[config.mk]
export PLATFORM = sky130hd
export DESIGN_NAME = txf_serializer
export DESIGN_NICKNAME = d
export VERILOG_FILES = /design/src/rtl/txf_pkg.sv /design/src/rtl/txf_crc16.sv /design/src/rtl/txf_seg_pick.sv /design/src/rtl/txf_serializer.sv
export SDC_FILE = /design/constraint.sdc
export NUM_CORES = 1
export LEC_CHECK = 0
export BUFFER_PORTS_ARGS = -buffer_cell sky130_fd_sc_hd__buf_2
export CAP_MARGIN = 20
export CORE_MARGIN = 2
export CORE_UTILIZATION = 63
export DETAILED_ROUTE_END_ITERATION = 10
export GPL_TIMING_DRIVEN = 0
export PLACE_DENSITY_LB_ADDON = 0.1
export SYNTH_ARGS = -nofsm -noshare
export SYNTH_HDL_FRONTEND = slang
export SYNTH_SLANG_ARGS = --single-unit
[constraint.sdc]
create_clock -name clk -period 6.2 [get_ports clk]
set_input_delay 1.24 -clock clk [delete_from_list [all_inputs] [get_ports clk]]
set_output_delay 1.24 -clock clk [all_outputs]
set_load 0.02 [all_outputs]
[src/rtl/txf_pkg.sv]
package txf_pkg;

    typedef enum logic [2:0] {
        ST_IDLE,
        ST_SOF,
        ST_DATA,
        ST_PAR,
        ST_CRC,
        ST_CPAR,
        ST_DONE
    } txf_state_e;

    typedef struct packed {
        logic parity;
        logic sof;
        logic crc;
        logic disc_start;
    } txf_cfg_t;

    // One byte's worth of bits to send: which bit positions, whole or partial
    typedef struct packed {
        logic       ok;
        logic       whole;
        logic [2:0] first_pos;
        logic [2:0] last_pos;
    } txf_seg_t;

    localparam logic [15:0] CRC_POLY_REFL = 16'h8408;
    localparam logic [15:0] CRC_SEED      = 16'h6363;

    function automatic logic [15:0] crc_step(input logic [15:0] c, input logic d);
        logic [15:0] n;
        n = {1'b0, c[15:1]};
        if (c[0] ^ d) n = n ^ CRC_POLY_REFL;
        return n;
    endfunction

    function automatic logic odd_par(input logic [7:0] b);
        return ~(^b);
    endfunction

endpackage

[src/rtl/txf_crc16.sv]
module txf_crc16
    import txf_pkg::*;
(
    input  logic        clk,
    input  logic        rst,
    input  logic        clr,
    input  logic        en,
    input  logic        din,
    output logic [15:0] crc
);
    always_ff @(posedge clk) begin
        if (rst || clr) crc <= CRC_SEED;
        else if (en)    crc <= crc_step(crc, din);
    end
endmodule

[src/rtl/txf_seg_pick.sv]
module txf_seg_pick
    import txf_pkg::*;
#(
    parameter int CNT_W = 8
) (
    input  logic [CNT_W-1:0] whole_left,
    input  logic             part_end,
    input  logic [2:0]       part_bits,
    output txf_seg_t         seg,
    output logic [CNT_W-1:0] whole_left_nxt,
    output logic             part_end_nxt
);
    always_comb begin
        seg            = '0;
        whole_left_nxt = whole_left;
        part_end_nxt   = part_end;
        if (whole_left != '0) begin
            seg            = '{ok: 1'b1, whole: 1'b1, first_pos: 3'd0, last_pos: 3'd7};
            whole_left_nxt = whole_left - CNT_W'(1);
        end else if (part_end) begin
            seg          = '{ok: 1'b1, whole: 1'b0, first_pos: 3'd0, last_pos: part_bits - 3'd1};
            part_end_nxt = 1'b0;
        end
    end
endmodule

[src/rtl/txf_serializer.sv]
module txf_serializer
    import txf_pkg::*;
#(
    parameter int CNT_W = 8,
    localparam int ADDR_W = CNT_W + 1
) (
    input  logic              clk,
    input  logic              rst,
    input  logic              start,
    input  logic              cfg_parity,
    input  logic              cfg_sof,
    input  logic              cfg_crc,
    input  logic              cfg_disc_start,
    input  logic [CNT_W-1:0]  len_bytes,
    input  logic [2:0]        len_bits,
    output logic [ADDR_W-1:0] rd_addr,
    input  logic [7:0]        rd_data,
    output logic              tx_valid,
    output logic              tx_bit,
    output logic              evt_start,
    output logic              evt_end,
    output logic              busy
);
    txf_state_e        state;
    txf_cfg_t          cfg_q;
    txf_seg_t          seg;
    logic [CNT_W-1:0]  whole_left;
    logic              part_end;
    logic [2:0]        part_bits_q;
    logic [ADDR_W-1:0] addr;
    logic [2:0]        bitpos;
    logic [3:0]        crc_cnt;
    logic              has_data;
    logic              first;
    logic [15:0]       crc_val;

    logic              accept;
    logic [CNT_W-1:0]  pick_wl_in, pick_wl_nxt;
    logic              pick_pe_in, pick_pe_nxt;
    logic [2:0]        pick_bits_in;
    txf_seg_t          pick_seg, start_seg;
    txf_state_e        adv_state;

    assign accept = (state == ST_IDLE) && start;

    // On acceptance the picker looks at the port values, otherwise at the saved counters
    assign pick_wl_in   = accept ? len_bytes : whole_left;
    assign pick_pe_in   = accept ? ((len_bits != 3'd0) && !cfg_disc_start) : part_end;
    assign pick_bits_in = accept ? len_bits : part_bits_q;

    txf_seg_pick #(.CNT_W(CNT_W)) u_pick (
        .whole_left     (pick_wl_in),
        .part_end       (pick_pe_in),
        .part_bits      (pick_bits_in),
        .seg            (pick_seg),
        .whole_left_nxt (pick_wl_nxt),
        .part_end_nxt   (pick_pe_nxt)
    );

    txf_crc16 u_crc (
        .clk (clk),
        .rst (rst),
        .clr (accept),
        .en  (state == ST_DATA),
        .din (tx_bit),
        .crc (crc_val)
    );

    always_comb begin
        if (cfg_disc_start && (len_bits != 3'd0))
            start_seg = '{ok: 1'b1, whole: 1'b0, first_pos: 3'(4'd8 - {1'b0, len_bits}), last_pos: 3'd7};
        else
            start_seg = pick_seg;
    end

    // Where to go once the current byte (and its parity) is finished
    always_comb begin
        if (pick_seg.ok)       adv_state = ST_DATA;
        else if (cfg_q.crc)    adv_state = ST_CRC;
        else                   adv_state = ST_DONE;
    end

    always_ff @(posedge clk) begin
        if (rst) begin
            state       <= ST_IDLE;
            cfg_q       <= '0;
            seg         <= '0;
            whole_left  <= '0;
            part_end    <= 1'b0;
            part_bits_q <= '0;
            addr        <= '0;
            bitpos      <= '0;
            crc_cnt     <= '0;
            has_data    <= 1'b0;
            first       <= 1'b0;
        end else begin
            if (tx_valid) first <= 1'b0;
            case (state)
                ST_IDLE: if (start) begin
                    cfg_q       <= '{parity: cfg_parity, sof: cfg_sof, crc: cfg_crc, disc_start: cfg_disc_start};
                    part_bits_q <= len_bits;
                    seg         <= start_seg;
                    bitpos      <= start_seg.first_pos;
                    has_data    <= start_seg.ok;
                    addr        <= '0;
                    crc_cnt     <= '0;
                    first       <= 1'b1;
                    if (cfg_disc_start && (len_bits != 3'd0)) begin
                        whole_left <= len_bytes;
                        part_end   <= 1'b0;
                    end else begin
                        whole_left <= pick_wl_nxt;
                        part_end   <= pick_pe_nxt;
                    end
                    if (cfg_sof)           state <= ST_SOF;
                    else if (start_seg.ok) state <= ST_DATA;
                    else                   state <= ST_DONE;
                end
                ST_SOF: state <= has_data ? ST_DATA : ST_DONE;
                ST_DATA: begin
                    if (bitpos != seg.last_pos) begin
                        bitpos <= bitpos + 3'd1;
                    end else if (seg.whole && cfg_q.parity) begin
                        state <= ST_PAR;
                    end else begin
                        addr       <= addr + ADDR_W'(1);
                        seg        <= pick_seg;
                        bitpos     <= pick_seg.first_pos;
                        whole_left <= pick_wl_nxt;
                        part_end   <= pick_pe_nxt;
                        state      <= adv_state;
                    end
                end
                ST_PAR: begin
                    addr       <= addr + ADDR_W'(1);
                    seg        <= pick_seg;
                    bitpos     <= pick_seg.first_pos;
                    whole_left <= pick_wl_nxt;
                    part_end   <= pick_pe_nxt;
                    state      <= adv_state;
                end
                ST_CRC: begin
                    if (crc_cnt[2:0] == 3'd7 && cfg_q.parity) state <= ST_CPAR;
                    else if (crc_cnt == 4'd15)                state <= ST_DONE;
                    else                                      crc_cnt <= crc_cnt + 4'd1;
                end
                ST_CPAR: begin
                    if (crc_cnt == 4'd15) state <= ST_DONE;
                    else begin
                        crc_cnt <= crc_cnt + 4'd1;
                        state   <= ST_CRC;
                    end
                end
                default: state <= ST_IDLE;
            endcase
        end
    end

    always_comb begin
        case (state)
            ST_SOF:  tx_bit = 1'b1;
            ST_DATA: tx_bit = rd_data[bitpos];
            ST_PAR:  tx_bit = odd_par(rd_data);
            ST_CRC:  tx_bit = crc_val[crc_cnt];
            ST_CPAR: tx_bit = odd_par(crc_cnt[3] ? crc_val[15:8] : crc_val[7:0]);
            default: tx_bit = 1'b0;
        endcase
    end

    assign tx_valid  = (state != ST_IDLE) && (state != ST_DONE);
    assign evt_start = tx_valid && first;
    assign evt_end   = (state == ST_DONE);
    assign busy      = (state != ST_IDLE);
    assign rd_addr   = addr;

    // start event only with a bit, and never two cycles running
    a_r8_start_with_bit: assert property (@(posedge clk) disable iff (rst)
        evt_start |-> tx_valid);
    a_r8_start_once: assert property (@(posedge clk) disable iff (rst)
        evt_start |=> !evt_start);
    // end event is a single pulse without a bit, then idle
    a_r9_end_no_bit: assert property (@(posedge clk) disable iff (rst)
        evt_end |-> !tx_valid);
    a_r9_end_then_idle: assert property (@(posedge clk) disable iff (rst)
        evt_end |=> (!evt_end && !busy));
    // a start request during a frame never restarts it
    a_r11_no_restart: assert property (@(posedge clk) disable iff (rst)
        (busy && start) |=> !evt_start);
    // a parity bit only follows a finished whole byte
    a_r4_par_after_whole: assert property (@(posedge clk) disable iff (rst)
        (state == ST_PAR) |-> ($past(state) == ST_DATA && seg.whole && cfg_q.parity));
    // the CRC value is frozen while it is being shifted out
    a_r5_crc_frozen: assert property (@(posedge clk) disable iff (rst)
        (state == ST_CRC && $past(state) == ST_CRC) |-> $stable(crc_val));

endmodule

==> results.py <==
metrics = {
    "status": {
        "outcome": "completed",
    },
    "final_layout": {
        "nNetsFinal": 504,
        "diodes": 0,
        "area_growth_pct": 10.7,
        "fill_cells": 421,
        "multi_input_area_um2": 2140,
        "drive_above_1_share_pct": 16.0,
        "postLayoutCellArea_um2": 3790,
        "seq_area_um2": 1100,
    },
    "grt": {
        "antenna_found_initial": 0,
        "grt-ovfl-total": 0,
        "grt_max_degree": 18,
        "grt_pass1_vias": 2957,
        "grt_use_total_pct": 28.5,
        "grt_first_pass_wirelength_um": 13900,
    },
    "worst_hold_path": {
        "worst_hold_path_type": "reg -> reg",
        "min_to": "seg[6]",
        "whs_path_depth": 2,
        "min_from": "seg[6]",
    },
    "timing": {
        "worstMarginPinSlew_ns": 0.699,
        "period_share_pct": 67.2,
        "setup-tns-final_ns": 0,
        "max_freq_ghz": 0.240,
        "finalHoldViolCount": 0,
        "setup_viol": 0,
        "relSlewSlack_pct": 53.2,
        "slew_violations": 0,
        "layout_setup_ws_ns": 2.04,
        "hold-worst-slack_ns": 0.456,
        "min_period_ns": 4.16,
        "rsz0062_at_grt": "false",
        "clock_skew_ns": 0.00898,
    },
    "yosys": {
        "synth_fa_ha_area_share_pct": 3.29,
        "syn_nets": 459,
        "yosys.area.top_type": "dfxtp_1",
        "syn_inst": 424,
        "ys_top_cells_by_count": "dfxtp_1, nand2_1, nor2_1",
        "synthXorXnorAreaFrac_pct": 9.99,
        "synth_top_area_share_pct": 32.2,
        "ys.warnings.count": 0,
        "ys.flop_type": "dfxtp_1",
        "seq_area_frac_synth_pct": 32.2,
        "ys_ff_latch": 55,
        "syn-cell-area_um2": 3420,
        "muxShareOfSynthArea_pct": 9.22,
        "synth-edff-count": 0,
        "yosys.area_share.simple_pct": 23.6,
        "synth_top_family_by_area": "simple AND/OR/NAND/NOR gates",
        "yosysMostFrequentCell": "dfxtp_1",
        "syn_avg_cell_area_um2": 8.07,
        "ys_async_sr_fraction_pct": 0,
        "synth.area.top_cells": "dfxtp_1, xnor2_1, nand2_1",
        "ys_types": 57,
        "synth_compound_area_share_pct": 16.6,
    },
    "floorplanning": {
        "dieHeight_um": 77.7,
        "num_rows": 26,
        "pin_count": 40,
        "die_area_um2": 6030,
        "initial_core_util_pct": 66.1,
        "coreArea_um2": 5170,
        "die_w_um": 77.7,
    },
    "setup_path": {
        "crit_family": "compound AO/OA/AOI/OAI gates",
        "reg2reg_to": "whole_left[4]",
        "r2r_slack_ns": 3.02,
        "cp.arrival_ns": 2.92,
        "path_cells": "buf_2 -> mux4_2 -> mux2i_1 -> o22ai_1 -> a311oi_2 -> o41a_2 -> inv_1 -> buf_2",
        "crit_top_cell": "buf_2",
        "endpoint_kind": "output port",
        "path_class": "in -> out",
        "cp_slowest_stage_delay_ns": 0.46,
        "crit_buf_inv": 3,
        "critPathLaunch": "rd_data[3]",
        "worstPathRequired_ns": 4.96,
        "crit_fanout": 3,
        "reg2reg_depth": 13,
        "cp_slowest_cell": "mux4_2",
        "crit_path_start_kind": "primary input",
        "r2r-start": "state[1]",
    },
    "route": {
        "vias_per_cell": 5.96,
        "drt-total-wl_um": 8260,
        "num_vias": 3220,
        "wl_per_cell_um": 15.3,
        "drt-initial-drc-count": 211,
        "drc_errors": 0,
        "drt_first_pass_iters": 5,
        "antenna_left": 0,
    },
    "power_and_ir_drop": {
        "powerDensity_nw_per_um2": 451,
        "vdd_drop_max_mv": 0.279,
        "p_leak_nw": 1.49,
    },
    "cts": {
        "cts_buffers": 5,
        "ctsResizeCount": 0,
        "tritoncts": "yes",
        "clk_latency_ns": 0.31,
        "cts_setup_buffers": 0,
        "clkSlewWorstSetupHoldPaths_ns": 0.09,
        "cts_sinks": 55,
        "cts_hold_buf": 0,
        "ctsHtreeMaxLevel": 2,
        "clockBufferDepth": 2,
        "cts_root_buf": "clkbuf_8",
    },
    "placed_design": {
        "pre_cts_slack_ns": 2.03,
        "port_buffers": 38,
        "dpl.hpwl_um": 6270,
        "routabilityCongestion": 0.978,
        "post_dp_cell_area_um2": 3700,
    },
    "job": {
        "cap_violations": 0,
    },
}
worst reg2reg max path, delay by kind of cell, from the launching register on:
kind / cells / cell delay [ns]
compound gates: 3 / 0.59
xor+xnor: 1 / 0.10
fa+ha+maj: 1 / 0.35
buf+inv: 4 / 0.91
flops: 1 / 0.31
simple gates: 4 / 0.85
state kept, by name (all words and copies together) (netlist names):
signal	cells
u_crc.crc	16
crc_cnt	4
state	3
part_end	1
cfg_q	2
has_data	1
seg	4
part_bits_q	3
bitpos	3
first	1
rd_addr	9
whole_left	8
per-layer routing:
| metal | track usage (%) | wire length, um |
|---|---|---|
| met5 | 0 | 0 |
| met2 | 47.7 | 3830 |
| met3 | 4.19 | 508 |
| met4 | 7.86 | 111 |
| met1 | 38.3 | 3810 |
per-stage QoR:
step	power [mW]	utilization [%]	cells
finish	1.71	73.2	540
global route	1.84	73.2	540
CTS	1.70	73.2	540
detailed placement	1.50	71.5	532
global placement	1.47	71.5	532
floorplan	1.27	-	424
report_power, final:
group / total [mW] / switching, mW / internal (mW)
sequential: 0.534 / 0.0914 / 0.443
combinational: 0.974 / 0.569 / 0.405
clock: 0.199 / 0.119 / 0.0799
final cells by class:
type	count	area share (%)
Clock inverter	3	0.496
Tap cell	70	2.31
Inverter	10	0.991
Buffer	27	3.67
Timing Repair Buffer	38	5.02
Clock buffer	5	1.82
Multi-Input combinational cell	332	56.6
Sequential cell	55	29.1
layout by cell type, fill, tap and decap left out, types with 12 or more instances in the layout:
master / n
clkbuf_1: 14
xor2_1: 12
nor2_1: 53
dfxtp_1: 55
xnor2_1: 27
buf_2: 44
o21ai_0: 19
nor3_1: 19
mux2i_1: 18
a21oi_1: 23
nand2_1: 54
nand3_1: 15
cell families (layout without fill, tap and decap cells):
group / Yosys count / after routing
compound gates: 84 / 84
mux: 25 / 25
fa+ha+maj: 9 / 9
simple gates: 175 / 175
flops: 55 / 55
xor+xnor: 39 / 39
buf+inv: 37 / 83
worst max path at each step:
stage / end / depth (start not counted) / slack [ns]
floorplan: tx_bit / 6 / 2.44
global placement: tx_bit / 8 / 2.09
detailed placement: tx_bit / 8 / 2.03
CTS: tx_bit / 8 / 2.03
global route: tx_bit / 8 / 1.92
finish: tx_bit / 8 / 2.04
No activity file was read; power rests on OpenSTA's default activity.
